--- config.mk ---
export PLATFORM = sky130hd
export DESIGN_NAME = irq_pend_ctrl
export DESIGN_NICKNAME = d
export VERILOG_FILES = /design/src/rtl/irq_pend_pkg.sv /design/src/rtl/irq_input_sync.sv /design/src/rtl/irq_sw_trigger.sv /design/src/rtl/irq_line_state.sv /design/src/rtl/irq_pend_ctrl.sv
export SDC_FILE = /design/constraint.sdc
export NUM_CORES = 1
export LEC_CHECK = 0
export BUFFER_PORTS_ARGS = -buffer_cell sky130_fd_sc_hd__buf_2
export CORE_MARGIN = 4
export CORE_UTILIZATION = 54
export DETAILED_ROUTE_END_ITERATION = 12
export GPL_TIMING_DRIVEN = 1
export PLACE_DENSITY_LB_ADDON = 0.08
export SYNTH_ARGS = -nofsm -noshare
export SYNTH_HDL_FRONTEND = slang
export SYNTH_SLANG_ARGS = --single-unit
--- constraint.sdc ---
create_clock -name clk -period 3.4 [get_ports clk]
set_input_delay 0.51 -clock clk [delete_from_list [all_inputs] [get_ports clk]]
set_output_delay 0.51 -clock clk [all_outputs]
set_load 0.005 [all_outputs]
--- src/rtl/irq_pend_pkg.sv ---
// Package: shared constants and types for the interrupt pending latch controller.
// Assumes interrupt numbers fit in a 9-bit field and at most 240 lines exist.
package irq_pend_pkg;

    localparam int ID_W    = 9;
    localparam int MAX_IRQ = 240;
    localparam int DATA_W  = 32;

    // Register select of the write port
    typedef enum logic {
        SEL_TRIG = 1'b0,
        SEL_CTRL = 1'b1
    } reg_sel_e;

    // Smallest number that is out of range for a given line count
    function automatic int id_limit(input int num_irq);
        return (num_irq < MAX_IRQ) ? num_irq : MAX_IRQ;
    endfunction

endpackage

--- src/rtl/irq_input_sync.sv ---
// Module: registers each request line once and turns it into a per-line set
// request. Level lines request while their registered value is high; pulse
// lines request for one cycle on a low-to-high change of the registered value.
// Assumes irq_is_pulse is static configuration.
module irq_input_sync #(
    parameter int NUM_IRQ = 32
) (
    input  logic               clk,
    input  logic               rst_n,
    input  logic [NUM_IRQ-1:0] irq_in,
    input  logic [NUM_IRQ-1:0] irq_is_pulse,
    output logic [NUM_IRQ-1:0] lvl_hi,
    output logic [NUM_IRQ-1:0] pls_edge
);

    logic [NUM_IRQ-1:0] samp_q;
    logic [NUM_IRQ-1:0] prev_q;

    // Capture the request lines and keep the previous sample for edge detection
    always_ff @(posedge clk) begin
        if (!rst_n) begin
            samp_q <= '0;
            prev_q <= '0;
        end else begin
            samp_q <= irq_in;
            prev_q <= samp_q;
        end
    end

    for (genvar gi = 0; gi < NUM_IRQ; gi++) begin : g_line
        // Split each registered line into a level request or an edge request
        always_comb begin
            if (irq_is_pulse[gi]) begin
                lvl_hi[gi]   = 1'b0;
                pls_edge[gi] = samp_q[gi] & ~prev_q[gi];
            end else begin
                lvl_hi[gi]   = samp_q[gi];
                pls_edge[gi] = 1'b0;
            end
        end
    end

endmodule

--- src/rtl/irq_sw_trigger.sv ---
// Module: decodes the register write port. Holds the unprivileged access
// enable (control register bit 0) and turns an accepted trigger write into a
// one-hot set vector. Assumes writes are single-cycle strobes.
module irq_sw_trigger
    import irq_pend_pkg::*;
#(
    parameter int NUM_IRQ = 32
) (
    input  logic               clk,
    input  logic               rst_n,
    input  logic               wr_en,
    input  logic               wr_sel,
    input  logic               wr_priv,
    input  logic [DATA_W-1:0]  wr_data,
    output logic [NUM_IRQ-1:0] sw_set,
    output logic               unpriv_en
);

    localparam int              LIMIT    = id_limit(NUM_IRQ);
    localparam logic [ID_W-1:0] LIMIT_ID = ID_W'(LIMIT);

    logic [ID_W-1:0] trig_id;
    logic            trig_ok;
    logic            ctrl_wr;
    logic            unused_hi;

    assign trig_id   = wr_data[ID_W-1:0];
    assign unused_hi = ^wr_data[DATA_W-1:ID_W];

    // Accept a trigger write when privileged or enabled, and the number is in range
    always_comb begin
        trig_ok = wr_en && (reg_sel_e'(wr_sel) == SEL_TRIG)
                  && (wr_priv || unpriv_en) && (trig_id < LIMIT_ID);
        ctrl_wr = wr_en && (reg_sel_e'(wr_sel) == SEL_CTRL) && wr_priv;
    end

    // Hold the access-enable bit; only privileged control writes change it
    always_ff @(posedge clk) begin
        if (!rst_n) begin
            unpriv_en <= 1'b0;
        end else if (ctrl_wr) begin
            unpriv_en <= wr_data[0];
        end
    end

    for (genvar gi = 0; gi < NUM_IRQ; gi++) begin : g_dec
        // One comparator per line turns the accepted number into a set bit
        assign sw_set[gi] = trig_ok && (trig_id == ID_W'(gi));
    end

endmodule

--- src/rtl/irq_line_state.sv ---
// Module: per-interrupt pending and active flops. Entry clears pending and
// sets active; return clears active. Level requests are masked while active
// and while being entered; pulse and software requests win over entry clear.
// Assumes at most one entry and one return strobe per cycle.
module irq_line_state
    import irq_pend_pkg::*;
#(
    parameter int NUM_IRQ = 32
) (
    input  logic               clk,
    input  logic               rst_n,
    input  logic [NUM_IRQ-1:0] lvl_hi,
    input  logic [NUM_IRQ-1:0] pls_edge,
    input  logic [NUM_IRQ-1:0] sw_set,
    input  logic               entry_vld,
    input  logic [ID_W-1:0]    entry_id,
    input  logic               exit_vld,
    input  logic [ID_W-1:0]    exit_id,
    output logic [NUM_IRQ-1:0] pending,
    output logic [NUM_IRQ-1:0] active
);

    for (genvar gi = 0; gi < NUM_IRQ; gi++) begin : g_st
        logic ent_hit;
        logic ret_hit;
        logic lvl_set;
        logic pend_nxt;
        logic act_nxt;

        // Decode strobes for this line and form next-state values
        always_comb begin
            ent_hit  = entry_vld && (entry_id == ID_W'(gi));
            ret_hit  = exit_vld && (exit_id == ID_W'(gi));
            lvl_set  = lvl_hi[gi] && (!active[gi] || ret_hit) && !ent_hit;
            pend_nxt = (pending[gi] && !ent_hit) || lvl_set
                       || pls_edge[gi] || sw_set[gi];
            act_nxt  = ent_hit || (active[gi] && !ret_hit);
        end

        // Store pending and active for this line
        always_ff @(posedge clk) begin
            if (!rst_n) begin
                pending[gi] <= 1'b0;
                active[gi]  <= 1'b0;
            end else begin
                pending[gi] <= pend_nxt;
                active[gi]  <= act_nxt;
            end
        end
    end

endmodule

--- src/rtl/irq_pend_ctrl.sv ---
// Module: top of the interrupt pending latch controller. Connects the input
// sampling stage, the software trigger decoder and the per-line state.
// Assumes the core issues entry/return strobes with valid numbers it tracks.
module irq_pend_ctrl
    import irq_pend_pkg::*;
#(
    parameter int NUM_IRQ = 32
) (
    input  logic               clk,
    input  logic               rst_n,
    input  logic [NUM_IRQ-1:0] irq_in,
    input  logic [NUM_IRQ-1:0] irq_is_pulse,
    input  logic               wr_en,
    input  logic               wr_sel,
    input  logic               wr_priv,
    input  logic [31:0]        wr_data,
    input  logic               entry_vld,
    input  logic [8:0]         entry_id,
    input  logic               exit_vld,
    input  logic [8:0]         exit_id,
    output logic [NUM_IRQ-1:0] pending,
    output logic [NUM_IRQ-1:0] active,
    output logic               unpriv_trig_en
);

    logic [NUM_IRQ-1:0] lvl_hi;
    logic [NUM_IRQ-1:0] pls_edge;
    logic [NUM_IRQ-1:0] sw_set;

    irq_input_sync #(.NUM_IRQ(NUM_IRQ)) u_sync (
        .clk         (clk),
        .rst_n       (rst_n),
        .irq_in      (irq_in),
        .irq_is_pulse(irq_is_pulse),
        .lvl_hi      (lvl_hi),
        .pls_edge    (pls_edge)
    );

    irq_sw_trigger #(.NUM_IRQ(NUM_IRQ)) u_trig (
        .clk      (clk),
        .rst_n    (rst_n),
        .wr_en    (wr_en),
        .wr_sel   (wr_sel),
        .wr_priv  (wr_priv),
        .wr_data  (wr_data),
        .sw_set   (sw_set),
        .unpriv_en(unpriv_trig_en)
    );

    irq_line_state #(.NUM_IRQ(NUM_IRQ)) u_state (
        .clk      (clk),
        .rst_n    (rst_n),
        .lvl_hi   (lvl_hi),
        .pls_edge (pls_edge),
        .sw_set   (sw_set),
        .entry_vld(entry_vld),
        .entry_id (entry_id),
        .exit_vld (exit_vld),
        .exit_id  (exit_id),
        .pending  (pending),
        .active   (active)
    );

endmodule

==> results of run 1 <==
-- power by group through the flow --
stage	clock network [uW]	registers [uW]	logic (uW)
after global placement	0	1660	317
after detailed placement	0	1660	328
after floorplan	0	1650	175
after CTS	1890	1630	330
after global routing	1970	1640	365
final	1880	1630	330
-- layout by cell type, fill, tap and decap left out, drive strengths merged, types with 2 or more instances in the layout --
| cell type | instances |
|---|---|
| dfxtp | 129 |
| nor3 | 8 |
| a221oi | 27 |
| o41ai | 32 |
| clkinv | 5 |
| nand4 | 11 |
| and2 | 65 |
| nand2b | 6 |
| clkinvlp | 2 |
| nand2 | 113 |
| nor4 | 8 |
| buf | 177 |
| nand3 | 33 |
| a31oi | 4 |
| a21oi | 38 |
| nor4bb | 2 |
| nor3b | 3 |
| clkbuf | 21 |
| inv | 5 |
| o22ai | 23 |
| or3b | 2 |
| nor2 | 40 |
| bufinv | 4 |
-- worst max-delay path, stage by stage --
cell	delay [ns]
buf_2	0.09
or4b_2	1.05
buf_4	0.34
o41ai_1	0.51
nand2_1	0.12
o22ai_1	0.11
-- sequential cells by signal (all words and copies together) (netlist names) --
name / flops
u_trig.unpriv_en: 1
u_state.pending: 32
u_state.active: 32
u_sync.prev_q: 32
u_sync.samp_q: 32
-- cell usage after synthesis, drive strengths merged, types with 2 or more instances --
cell type  number
nor4bb          2
dfxtp         129
nand4          11
nor4            8
o41ai          32
buf            15
nand2b          6
or3b            2
and2           65
nand3          33
a31oi           4
a221oi         27
nor3            8
nor2           40
o22ai          23
nor3b           3
clkbuf         20
a21oi          38
inv             5
nand2         113
-- metrics by stage --
stage               hold WS [ns]  instance area [um^2]
global placement          0.4584                  6331
floorplan                 0.4523                  5416
global route              0.1737                  6940
CTS                       0.1692                  6940
detailed placement        0.4672                  6331
finish                    0.1871                  6940
-- kinds of logic (layout without fill, tap and decap cells) --
| group | count (synthesis) | after routing | share of synthesized area, % |
|---|---|---|---|
| mux | 1 | 1 | 0.1848 |
| flops | 129 | 129 | 47.68 |
| simple gates | 300 | 300 | 27.74 |
| compound gates | 128 | 128 | 20.72 |
| buf+inv | 40 | 214 | 3.673 |
-- routing by layer --
metal | vias to the layer above | share of wire [%]
li1 | 2493 | -
met3 | 23 | 9.8
met1 | 2443 | 41
met5 | - | 0
met2 | 242 | 48
met4 | 0 | 1.6
-- worst paths after layout --
path                                  from                              to  slack, ns  depth (start not counted)
max                             exit_id[7]  u_state.pending[24]$_SDFF_PN0_       1.09                          6
min                             irq_in[21]    u_sync.samp_q[21]$_SDFF_PN0_       0.19                          2
max reg2reg  u_trig.unpriv_en$_SDFFE_PN0P_  u_state.pending[31]$_SDFF_PN0_       1.59                          4
min reg2reg   u_state.active[5]$_SDFF_PN0_    u_state.active[5]$_SDFF_PN0_       0.48                          2
-- layout make-up --
| class | count | area (um^2) |
|---|---|---|
| Sequential cell | 129 | 2582 |
| Multi-Input combinational cell | 429 | 2640 |
| Inverter | 5 | 18.77 |
| Clock buffer | 21 | 449.2 |
| Timing Repair Buffer | 177 | 923.4 |
| Tap cell | 133 | 166.4 |
| Clock inverter | 11 | 160.2 |
| Fill cell | 782 | 2834 |
==> impl_metrics.toml, run 1 <==
[clocking]
cts_setup_buffers = 0
htree_num_levels = 4
cts_made_buffers = 17
cts_buffer_depth = 2
ctsResizeCount = 0
cts_sinks = 129
hold_buffers = 0
cts_root_buf = "clkbuf_8"
cts_tree = "yes"
clk_pin_slew_worst_paths_ns = 0.06
clock_latency_ns = 0.52

[sta]
fin_crit_sh_pct = 67.89
fin_worst_skew_ns = 0.004930
setup_viol = 0
setup_slack_ns = 1.092
setup_tns_ns = 0
rsz0062_at_grt = "no"
min_period_ns = 2.308
slew_violations = 0
slew_headroom_pct = 25.36
fmax_mhz = 433.2
tightest_slew_ns = 1.118
hold_viol = 0

[placement]
place_inst = 873
gp_congestion = 0.8182
hpwl_um = 11420
pre_cts_ws_ns = 0.5876
io_buffers = 162

[global_routing]
grtUsageTotal_pct = 27.83
grt_pass1_vias = 4988
grt_pass1_wl_um = 24920
met1_usage_pct = 34.42
grt_max_degree = 66
gr-usage-met3_pct = 7.582
grt_use_met2_pct = 46.45
grt.overflow.total = 0
grt-busiest-layer = "met2"
antenna_found_initial = 0

[setup_path]
startpoint_type = "input port"
critPathKind = "input port to flop"
worstPathArrival_ns = 2.75
cp-end-kind = "flop"
cp_max_fo = 22
critPathRequiredTime_ns = 3.85

[finish]
drive_gt1_share_pct = 31.48
syn_to_final_growth_pct = 28.14
fin_nets = 880
antennaDiodeCount = 0
final_util_pct = 71.01
instances_no_fill = 905

[outcome]
status = "finished clean"

[floorplanning]
initial_core_util_pct = 55.41
dieArea_um2 = 11700
ios = 186
dieHeight_um = 108.2
num_rows = 36
die_w_um = 108.2
core_area_um2 = 9774

[synthesis]
yosys.area.top_type_share_pct = 47.68
synth_enable_flop_cells = 0
synthFlopType = "dfxtp_1"
syn_area_per_cell_um2 = 9.058
yosys-top-cells-area = "dfxtp_1 48%, nand2_1 7.8%, and2_1 7.5%"
synth_cell_types = 40
synth_warnings = 0
postSynth.asyncResetShare_pct = 0
synthCells = 598
syn_nets = 719
ys_ff_latch = 129
yosysSeqAreaShare_pct = 47.68
netlist.top_cell.by_area = "dfxtp_1"
syn_area_um2 = 5416

[routing]
via_count = 5201
drt_iter0_markers = 389
via_per_inst = 5.747
avgRoutedWirePerCell_um = 17.81
drc = 0
wirelength_um = 16120
drt_first_pass_iters = 5
ant_nets = 0

[power_and_ir_drop]
seq_power_share_pct = 42.5
power.total_uw = 3835
internal-power_uw = 2957
sw_frac_of_total_pct = 22.87
p_comb_share_pct = 8.6
switchingPower_uw = 877.1
p_leak_uw = 0.003020
p_per_area_nw_per_um2 = 552.5
ir_drop_uv = 507.1
p_clk_share_pct = 48.9

[run]
maxCapViolations = 0

[hold_path]
hold_class = "input port to flop"
Note: power is estimated with default switching activity, not from simulation.
==> run 2: changes to the inputs <==
--- a/config.mk
+++ b/config.mk
@@ -7,7 +7,7 @@
 export LEC_CHECK = 0
 export BUFFER_PORTS_ARGS = -buffer_cell sky130_fd_sc_hd__buf_2
 export CORE_MARGIN = 4
-export CORE_UTILIZATION = 54
+export CORE_UTILIZATION = 45
 export DETAILED_ROUTE_END_ITERATION = 12
 export GPL_TIMING_DRIVEN = 1
 export PLACE_DENSITY_LB_ADDON = 0.08
==> constraint.sdc (replaced) <==
create_clock -name clk -period 2 [get_ports clk]
set_input_delay 0.3 -clock clk [delete_from_list [all_inputs] [get_ports clk]]
set_output_delay 0.3 -clock clk [all_outputs]
set_load 0.005 [all_outputs]
==> run 2 against run 1 <==
Via count up 2.3%. First-iteration DRC count down 9.5%. Utilization shrank 9.5 points. Clock power rose by 68%.
==> impl_metrics.toml, run 2 (synthesis results as in run 1) <==
[placement]
pre_cts_ws_ns = -0.2113
gp_congestion = 0.8029
hpwl_um = 12580
io_buffers = 162

[routing]
via_per_inst = 5.679
ant_nets = 0
drc = 0
drt_first_pass_iters = 5
wirelength_um = 17260
via_count = 5321
drt_iter0_markers = 352
avgRoutedWirePerCell_um = 18.42

[clocking]
htree_num_levels = 4
cts_root_buf = "clkbuf_16"
cts_sinks = 129
ctsResizeCount = 0
cts_made_buffers = 17
cts_buffer_depth = 2
clock_latency_ns = 0.42
clk_pin_slew_worst_paths_ns = 0.05
hold_buffers = 0
cts_setup_buffers = 0
cts_tree = "yes"

[global_routing]
grt_max_degree = 65
grt.overflow.total = 0
grt_pass1_wl_um = 27620
grtUsageTotal_pct = 25.10
grt_pass1_vias = 5360
antenna_found_initial = 0

[floorplanning]
die_w_um = 117.7
ios = 186
dieHeight_um = 117.7
dieArea_um2 = 13860
num_rows = 39
core_area_um2 = 11610
initial_core_util_pct = 46.64

[power_and_ir_drop]
power.total_uw = 6509
ir_drop_uv = 634.7
p_per_area_nw_per_um2 = 910.9
p_leak_uw = 0.003138

[setup_path]
critPathRequiredTime_ns = 2.34
worstPathArrival_ns = 2.16
cp_slowest_cell = "or4b_2"
cp_slowest_stage_delay_ns = 0.71
cp-end-kind = "flop"
cp_cell_sequence = "buf_2 -> or4b_2 -> buf_12 -> o41ai_1 -> nand4_1 -> a31oi_1"
crit_path_start = "exit_id[7]"
cp_max_fo = 30
timing.rr.start = "u_trig.unpriv_en$_SDFFE_PN0P_"
startpoint_type = "input port"
critPathKind = "input port to flop"

[sta]
rsz0062_at_grt = "no"
setup_tns_ns = 0
hold_viol = 0
fin_crit_sh_pct = 90.63
fin_worst_skew_ns = 0.005771
slew_headroom_pct = 28.08
setup_viol = 0
min_period_ns = 1.813
tightest_slew_ns = 1.071
setup_slack_ns = 0.1874
fmax_mhz = 551.7
slew_violations = 0

[finish]
fillers = 1040
final_common_cell = "buf_2"
drive_gt1_share_pct = 33.12
syn_to_final_growth_pct = 31.92
final_util_pct = 61.53
multi_input_area_um2 = 2645
seq_area_um2 = 2582
layout_common_cells = "162 x buf_2, 129 x dfxtp_1, 113 x nand2_1"
fin_nets = 903
antennaDiodeCount = 0

[hold_path]
min_from = "irq_in[28]"
hold_class = "input port to flop"

[outcome]
status = "finished clean"

[run]
maxCapViolations = 0
-- run 2: cell count changes in the layout (fill, tap and decap cells not counted), sizes merged --
| cell | previous run | this run |
|---|---|---|
| buf | 177 | 200 |
| bufinv | 4 | 3 |
| clkbuf | 21 | 26 |
| clkinv | 5 | 2 |
| clkinvlp | 2 | 0 |
-- run 2: layer usage --
metal | track usage, % | vias to the layer above | part of all wire, %
met3 | 7.737 | 38 | 8.4
met1 | 32.02 | 2512 | 43
met5 | 0 | - | 0
met4 | 10.99 | 0 | 2.8
met2 | 39.17 | 228 | 46
li1 | - | 2543 | -
-- run 2: worst paths after layout --
check        depth (start not counted)  slack (ns)                             end
max                                  6        0.19  u_state.pending[18]$_SDFF_PN0_
min reg2reg                          1        0.48     u_sync.prev_q[9]$_SDFF_PN0_
max reg2reg                          4        0.26  u_state.pending[31]$_SDFF_PN0_
min                                  2        0.08    u_sync.samp_q[28]$_SDFF_PN0_
-- run 2: worst max-delay path: cells and delay by family --
family	cells	cell delay, ns
AND/OR/NAND/NOR	2	0.86
buffers and inverters	2	0.31
AO/OA/AOI/OAI	2	0.68
-- run 2: cell type report --
type	count	share of cell area [%]
clock buffer	26	6.987
clock inverter	5	1.401
inverter	5	0.2627
multi-input combinational	429	37.02
sequential	129	36.14
tap	143	2.504
timing repair buffer	200	15.69
-- run 2: stage by stage --
stage	hold slack [ns]	instance area [um^2]	std cells
finish	0.07836	7146	937
global placement	0.4600	6541	906
floorplan	0.4273	5416	598
CTS	0.06802	7141	937
global route	0.07846	7146	937
detailed placement	0.4687	6541	906
-- run 2: report_power, final --
group | total [uW] | switching, uW | internal [uW]
clock | 3150 | 1070 | 2080
sequential | 2770 | 70.9 | 2700
combinational | 592 | 319 | 273
==> run 3: changes to the inputs <==
--- a/config.mk
+++ b/config.mk
@@ -6,6 +6,7 @@
 export NUM_CORES = 1
 export LEC_CHECK = 0
 export BUFFER_PORTS_ARGS = -buffer_cell sky130_fd_sc_hd__buf_2
+export CORE_ASPECT_RATIO = 1.1
 export CORE_MARGIN = 4
 export CORE_UTILIZATION = 45
 export DETAILED_ROUTE_END_ITERATION = 12
==> constraint.sdc (replaced) <==
create_clock -name clk -period 1.5 [get_ports clk]
set_input_delay 0.225 -clock clk [delete_from_list [all_inputs] [get_ports clk]]
set_output_delay 0.225 -clock clk [all_outputs]
set_load 0.005 [all_outputs]
==> run 3 against run 2 <==
Combinational power is 55% higher. Final area is 11% higher. Sequential power is 33% higher. Highest routed layer unchanged. Largest cell class unchanged.
==> impl_metrics.toml, run 3 (synthesis results as in run 1) <==
[routing]
via_count = 5446
wl_met2_um = 8469
drt_iter0_markers = 444
ant_nets = 0
avgRoutedWirePerCell_um = 17.91
drt_first_pass_iters = 5
route.met3.wl_um = 1397
wl_met1_um = 7343
via_per_inst = 5.535
routed.top_layer = "met4"
drc = 0
wirelength_um = 17630

[setup_path]
cp_cell_sequence = "nor2_1 -> buf_4 -> nor3_2 -> buf_4 -> a221oi_1 -> o21ai_0"
critPathKind = "flop to flop"
startpoint_type = "flop"
cp_slowest_stage_delay_ns = 0.38
cp-end-kind = "flop"
critPathRequiredTime_ns = 1.84
worstPathArrival_ns = 1.80
cp_max_fo = 8
cp_slowest_cell = "nor3_2"
cp_common_cell = "buf_4"

[global_routing]
grtUsageTotal_pct = 25.97
grt_pass1_vias = 5429
antenna_found_initial = 0
grt_pass1_wl_um = 28030
grt_max_degree = 65
grt.overflow.total = 0

[finish]
syn_to_final_growth_pct = 46.29
drive_gt1_share_pct = 37.65
final_common_cell = "buf_2"
layout_common_cells = "162 x buf_2, 129 x dfxtp_1, 113 x nand2_1"
final_area_um2 = 7924
antennaDiodeCount = 0
fin_nets = 943

[clocking]
cts_buffer_depth = 2
cts_root_buf = "clkbuf_16"
cts_tree = "yes"
htree_num_levels = 4
cts_setup_buffers = 0
clock_latency_ns = 0.41
cts_sinks = 129
clk_pin_slew_worst_paths_ns = 0.06
cts_made_buffers = 17

[sta]
fin_worst_skew_ns = 0.006490
hold_viol = 0
setup_tns_ns = 0
setup_viol = 0
fin_crit_sh_pct = 97.19
fmax_mhz = 685.9
slew_violations = 0
tightest_slew_ns = 0.4269
rsz0062_at_grt = "no"
min_period_ns = 1.458
slew_headroom_pct = 71.38

[floorplanning]
initial_core_util_pct = 46.51
dieArea_um2 = 13860
num_rows = 41
dieHeight_um = 123.1
die_w_um = 112.6
ios = 186
core_area_um2 = 11640

[power_and_ir_drop]
seq_power_share_pct = 42.8
sw_frac_of_total_pct = 23.68
internal-power_uw = 6591
power.total_uw = 8637
ir_drop_uv = 762.4
switchingPower_uw = 2046
p_per_area_nw_per_um2 = 1090
p_clk_share_pct = 46.6
p_leak_uw = 0.003392
p_comb_share_pct = 10.6

[placement]
place_area_um2 = 7273
io_buffers = 162
gp_congestion = 0.8690
hpwl_um = 13260

[outcome]
status = "finished clean"

[hold_path]
hold_class = "input port to flop"

[run]
maxCapViolations = 0
run 3: final timing paths:
check / slack [ns] / start / cells past startpoint / end
worst min-delay path: 0.02 / irq_in[30] / 2 / u_sync.samp_q[30]$_SDFF_PN0_
worst max register to register: 0.04 / u_trig.unpriv_en$_SDFFE_PN0P_ / 6 / u_state.pending[10]$_SDFF_PN0_
worst min register to register: 0.48 / u_sync.samp_q[29]$_SDFF_PN0_ / 1 / u_sync.prev_q[29]$_SDFF_PN0_
worst max-delay path: 0.04 / u_trig.unpriv_en$_SDFFE_PN0P_ / 6 / u_state.pending[10]$_SDFF_PN0_
run 3: layout make-up:
type	instances	area, um^2
Fill cell	964	3721
Multi-Input combinational cell	429	2990
Sequential cell	129	2582
Timing Repair Buffer	240	1562
Clock buffer	21	470.5
Tap cell	150	187.7
Clock inverter	10	108.9
Inverter	5	22.52
run 3: stage by stage:
| stage | hold WS [ns] | util [%] | setup WS, ns | instances |
|---|---|---|---|---|
| floorplan | 0.3523 | - | -0.1149 | 598 |
| global placement | 0.4299 | 62.46 | -0.3080 | 947 |
| detailed placement | 0.4331 | 62.46 | -0.3919 | 947 |
| CTS | 0.00001543 | 67.99 | 0.04076 | 984 |
| global route | 0.001439 | 68.05 | 0.001440 | 984 |
| finish | 0.01617 | 68.05 | 0.04210 | 984 |
run 3: power by group through the flow:
| stage | Combinational (uW) | Sequential (uW) | Clock, uW |
|---|---|---|---|
| 2_1_floorplan | 458 | 3750 | 0 |
| 3_3_place_gp | 875 | 3760 | 0 |
| 3_5_place_dp | 901 | 3760 | 0 |
| 4_1_cts | 918 | 3690 | 4090 |
| 5_1_grt | 1010 | 3710 | 4250 |
| 6_report | 919 | 3690 | 4030 |
run 3: repair_timing:
| action | 4_1_cts | 5_1_grt |
|---|---|---|
| hold buffers | 6 | 0 |
| gates resized for setup | 1 | 1 |
| hold endpoints to repair | 6 | 0 |
| setup endpoints to repair | 5 | 1 |
run 3: metal layers:
layer / vias to the layer above / GRT usage, %
li1: 2632 / -
met1: 2564 / 32.22
met2: 220 / 43.44
met3: 30 / 6.608
met4: 0 / 10.22
met5: - / 0
run 3: worst max-delay path, delay by kind of cell, from the launching register on:
| family | cells | cell delay, ns |
|---|---|---|
| compound gates | 2 | 0.22 |
| buf+inv | 2 | 0.38 |
| flops | 1 | 0.35 |
| simple gates | 2 | 0.44 |
